### config.mk
export PLATFORM = sky130hd
export DESIGN_NAME = ssp_status_flags
export DESIGN_NICKNAME = d
export VERILOG_FILES = /design/src/rtl/ssp_status_flags.sv
export SDC_FILE = /design/constraint.sdc
export NUM_CORES = 1
export LEC_CHECK = 0
export ABC_AREA = 0
export BUFFER_PORTS_ARGS = -buffer_cell sky130_fd_sc_hd__buf_4
export CORE_UTILIZATION = 30
export CTS_CLUSTER_DIAMETER = 150
export DETAILED_ROUTE_END_ITERATION = 8
export PLACE_DENSITY = 0.65
export SLEW_MARGIN = 20
export SYNTH_ARGS = -nofsm -noshare
export SYNTH_HDL_FRONTEND = slang
export SYNTH_SLANG_ARGS = --single-unit
### constraint.sdc
create_clock -name clk -period 4 [get_ports clk]
set_input_delay 1 -clock clk [delete_from_list [all_inputs] [get_ports clk]]
set_output_delay 1 -clock clk [all_outputs]
set_load 0.005 [all_outputs]
### src/rtl/ssp_status_flags.sv
module ssp_status_flags #(
  parameter int ADDR_W = 8,
  parameter logic [ADDR_W-1:0] STATUS_OFS = 8'h40
) (
  input  logic              clk,
  input  logic              rst,
  input  logic              cmd_rx_on,
  input  logic              cmd_rx_off,
  input  logic              cmd_tx_on,
  input  logic              cmd_tx_off,
  input  logic              rx_busy,
  input  logic              rx_load,
  input  logic              rx_rd,
  input  logic              tx_wr,
  input  logic              tx_load,
  input  logic              tx_done,
  input  logic              rx_sync_ev,
  input  logic              tx_sync_ev,
  input  logic              cmp0_ev,
  input  logic              cmp1_ev,
  input  logic              rd_en,
  input  logic [ADDR_W-1:0] rd_addr,
  output logic [31:0]       rd_data
);

  logic rx_en, rx_off_pend, tx_en, tx_off_pend;
  logic rx_full, tx_hold_full, tx_shift_full;
  logic ovr, rx_syn, tx_syn, cp0, cp1;
  logic status_rd, tx_idle, tx_move;
  logic [31:0] status_word;

  assign status_rd = rd_en && (rd_addr == STATUS_OFS);
  assign tx_idle   = !tx_hold_full && !tx_shift_full;
  assign tx_move   = tx_load && tx_hold_full;

  always_comb begin
    status_word     = '0;
    status_word[0]  = !tx_hold_full;
    status_word[1]  = tx_idle;
    status_word[4]  = rx_full;
    status_word[5]  = ovr;
    status_word[8]  = cp0;
    status_word[9]  = cp1;
    status_word[10] = tx_syn;
    status_word[11] = rx_syn;
    status_word[16] = tx_en;
    status_word[17] = rx_en;
  end

  always_ff @(posedge clk) begin
    if (rst) begin
      rx_full       <= 1'b0;
      tx_hold_full  <= 1'b0;
      tx_shift_full <= 1'b0;
    end else begin
      rx_full       <= (rx_full && !rx_rd) || rx_load;
      tx_hold_full  <= (tx_hold_full && !tx_load) || tx_wr;
      tx_shift_full <= (tx_shift_full && !tx_done) || tx_move;
    end
  end

  always_ff @(posedge clk) begin
    if (rst) begin
      ovr    <= 1'b0;
      rx_syn <= 1'b0;
      tx_syn <= 1'b0;
      cp0    <= 1'b0;
      cp1    <= 1'b0;
    end else begin
      ovr    <= (rx_load && rx_full && !rx_rd) || (ovr && !status_rd);
      rx_syn <= rx_sync_ev || (rx_syn && !status_rd);
      tx_syn <= tx_sync_ev || (tx_syn && !status_rd);
      cp0    <= cmp0_ev || (cp0 && !status_rd);
      cp1    <= cmp1_ev || (cp1 && !status_rd);
    end
  end

  always_ff @(posedge clk) begin
    if (rst) begin
      rx_en       <= 1'b0;
      rx_off_pend <= 1'b0;
    end else if (cmd_rx_on) begin
      rx_en       <= 1'b1;
      rx_off_pend <= 1'b0;
    end else if ((rx_off_pend || cmd_rx_off) && !rx_busy) begin
      rx_en       <= 1'b0;
      rx_off_pend <= 1'b0;
    end else if (cmd_rx_off) begin
      rx_off_pend <= 1'b1;
    end
  end

  always_ff @(posedge clk) begin
    if (rst) begin
      tx_en       <= 1'b0;
      tx_off_pend <= 1'b0;
    end else if (cmd_tx_on) begin
      tx_en       <= 1'b1;
      tx_off_pend <= 1'b0;
    end else if ((tx_off_pend || cmd_tx_off) && tx_idle) begin
      tx_en       <= 1'b0;
      tx_off_pend <= 1'b0;
    end else if (cmd_tx_off) begin
      tx_off_pend <= 1'b1;
    end
  end

  always_ff @(posedge clk) begin
    if (rst) rd_data <= '0;
    else     rd_data <= status_rd ? status_word : '0;
  end

endmodule


==> flow_metrics.tcl <==
set metrics [dict create \
    diodes 0 \
    drt_iter0_drc 15 \
    final_nets 158 \
    grt_pass1_wl_mm 2.44 \
    cts_hold_buf 0 \
    io_pins 57 \
    cts.path.max_buffers 2 \
    report.final.slew_viol_count 0 \
    crit_path_start_kind "input port" \
    io_buffers 34 \
    cp.arrival_ns 2.28 \
    syn_inst 97 \
    fin_crit_sh 0.508 \
    drtAntennaViolNets 0 \
    clock-sinks 22 \
    ys_seq_elements 22 \
    htree_levels 1 \
    synth_seq_area_share 0.490 \
    final_cell_mix "buf_4 (34), conb_1 (22), dfxtp_1 (22)" \
    final_common_cell "buf_4" \
    rsz0062_at_grt "false" \
    cts_root_buf "clkbuf_4" \
    antenna_found_initial 0 \
    core_area_um2 2810 \
    p_leak_nw 0.553 \
    largest_reg_flops 10 \
    cts_tree "yes" \
    critical_path_required_ns 4.25 \
    drive_gt1_frac 0.303 \
    critPathLaunch "rd_addr[2]" \
    min_path_type "reg -> reg" \
    finalPower_mw 0.389 \
    maxClockFrequency_mhz 492 \
    n_fill_cell 297 \
    start_util 0.321 \
    drc 9 \
    dp_hpwl_mm 1.22 \
    final_util 0.405 \
    final.setup.tns_ns 0 \
    rr_worst_depth 2 \
    synth.distinct_cells 19 \
    post-route-min-period_ns 2.03 \
    rr_endpoint "tx_en$_SDFFE_PP0P_" \
    netlist.area_leader.share 0.490 \
    area_growth_pct 26.3 \
    hp-start "rx_full$_SDFF_PP0_" \
    ctsResizeCount 0 \
    drt-total-wl_mm 1.54 \
    syn_area_um2 900 \
    cts_inserted_buffers 3 \
    yosysTopAreaCell "dfxtp_1" \
    place_ws_ns 1.62 \
    grt_start_max_net_pins 14 \
    routabilityCongestion 0.734 \
    grt.total_usage 0.102 \
    first_global_vias 598 \
    ir_drop_mv 0.122 \
    drv_cap 0 \
    num_vias 668 \
    gr-total-overflow 0 \
    violations "DRC" \
    postCtsSetupBuffers 0 \
    rr_startpoint "tx_hold_full$_SDFF_PP0_" \
    crit_fanout 10 \
    path_class "in -> reg" \
    path_clk_slew_ns 0.11 \
    end_kind "register" \
    skew_ns 0.00384 \
    std_cell_rows 19 \
    finalSetupViolations 0 \
    synth_warnings 0 \
    largest-register "rd_data" \
    power_per_cell_area_nw_per_um2 342 \
    synth.avg_cell_area_um2 9.27 \
    wire_per_inst_um 9.47 \
    dr.pass1.iters 6 \
    die-area_um2 3220 \
    endpoint "rd_data[16]$_SDFF_PP0_" \
    die_w_um 56.8 \
    worst_slack_ns 1.97 \
    synth_area_leaders "dfxtp_1 (49%), buf_4 (18%), and2_1 (6.3%), nor2_1 (6.3%), a211oi_1 (3.3%)" \
    timing_hold_violations_final 0 \
    clkLatencyLatePin_ns 0.30 \
    rrSetupSlack_ns 3.20 \
    outcome "finished, violations left" \
    die_y_um 56.8 \
    viasPerCell 4.10 \
]
[how the worst min path moves through the flow]
stage | to | slack, ns | cells past startpoint
2_1_floorplan | rd_data[4]$_SDFF_PP0_ | 0.42 | 1
3_3_place_gp | rd_data[10]$_SDFF_PP0_ | 0.43 | 1
3_5_place_dp | rd_data[4]$_SDFF_PP0_ | 0.43 | 1
4_1_cts | rd_data[4]$_SDFF_PP0_ | 0.46 | 1
5_1_grt | rd_data[4]$_SDFF_PP0_ | 0.47 | 1
6_report | rd_data[4]$_SDFF_PP0_ | 0.46 | 1
[area by class of cell]
class,count,area [um^2],share of cell area
Clock buffer,4,36.3,0.0319
Inverter,3,11.3,0.00991
Multi-Input combinational cell,69,354,0.312
Sequential cell,22,440,0.388
Tap cell,31,38.8,0.0341
Timing Repair Buffer,34,255,0.225
[logic make-up (layout without fill, tap and decap cells)]
logic type,count (synthesis),count (layout),synth area share
flip-flops,22,22,0.490
other,1,22,0.00417
buffers and inverters,27,41,0.204
AND/OR/NAND/NOR,35,35,0.218
AO/OA/AOI/OAI,12,12,0.0834
[cell usage after synthesis, drive strengths merged]
| cell type | count |
|---|---|
| a21oi | 5 |
| nor2 | 15 |
| or4 | 1 |
| conb | 1 |
| dfxtp | 22 |
| nand2b | 1 |
| o21ai | 1 |
| nor4 | 2 |
| nor2b | 2 |
| nand2 | 3 |
| clkbuf | 2 |
| or3 | 1 |
| nor4b | 1 |
| and2 | 9 |
| inv | 3 |
| buf | 22 |
| a211oi | 4 |
| o31ai | 2 |
[through the flow]
| step | instances | hold WS [ns] | area (um^2) |
|---|---|---|---|
| 2_1_floorplan | 118 | 0.421 | 978 |
| 3_3_place_gp | 159 | 0.434 | 1100 |
| 3_5_place_dp | 159 | 0.433 | 1100 |
| 4_1_cts | 163 | 0.462 | 1140 |
| 5_1_grt | 163 | 0.473 | 1140 |
| 6_report | 163 | 0.457 | 1140 |
[power by group]
part           internal [mW]  switching, mW  leakage [nW]
clock                 0.0555         0.0648        0.0210
sequential             0.226        0.00344         0.180
combinational         0.0209         0.0183         0.352
total                  0.303         0.0865         0.553
[critical path: stages]
cell and delay (ns):
buf_4 0.11, or4_4 0.56, nor4_4 0.42, and2_1 0.19
[routing by layer]
metal / vias up / share of wire / track usage
met5: - / 0 / 0
met4: 0 / 0 / 0.0523
met3: 0 / 0.11 / 0.0392
met2: 42 / 0.46 / 0.162
met1: 284 / 0.43 / 0.119
li1: 342 / - / -
(Power assumes the default switching activity.)
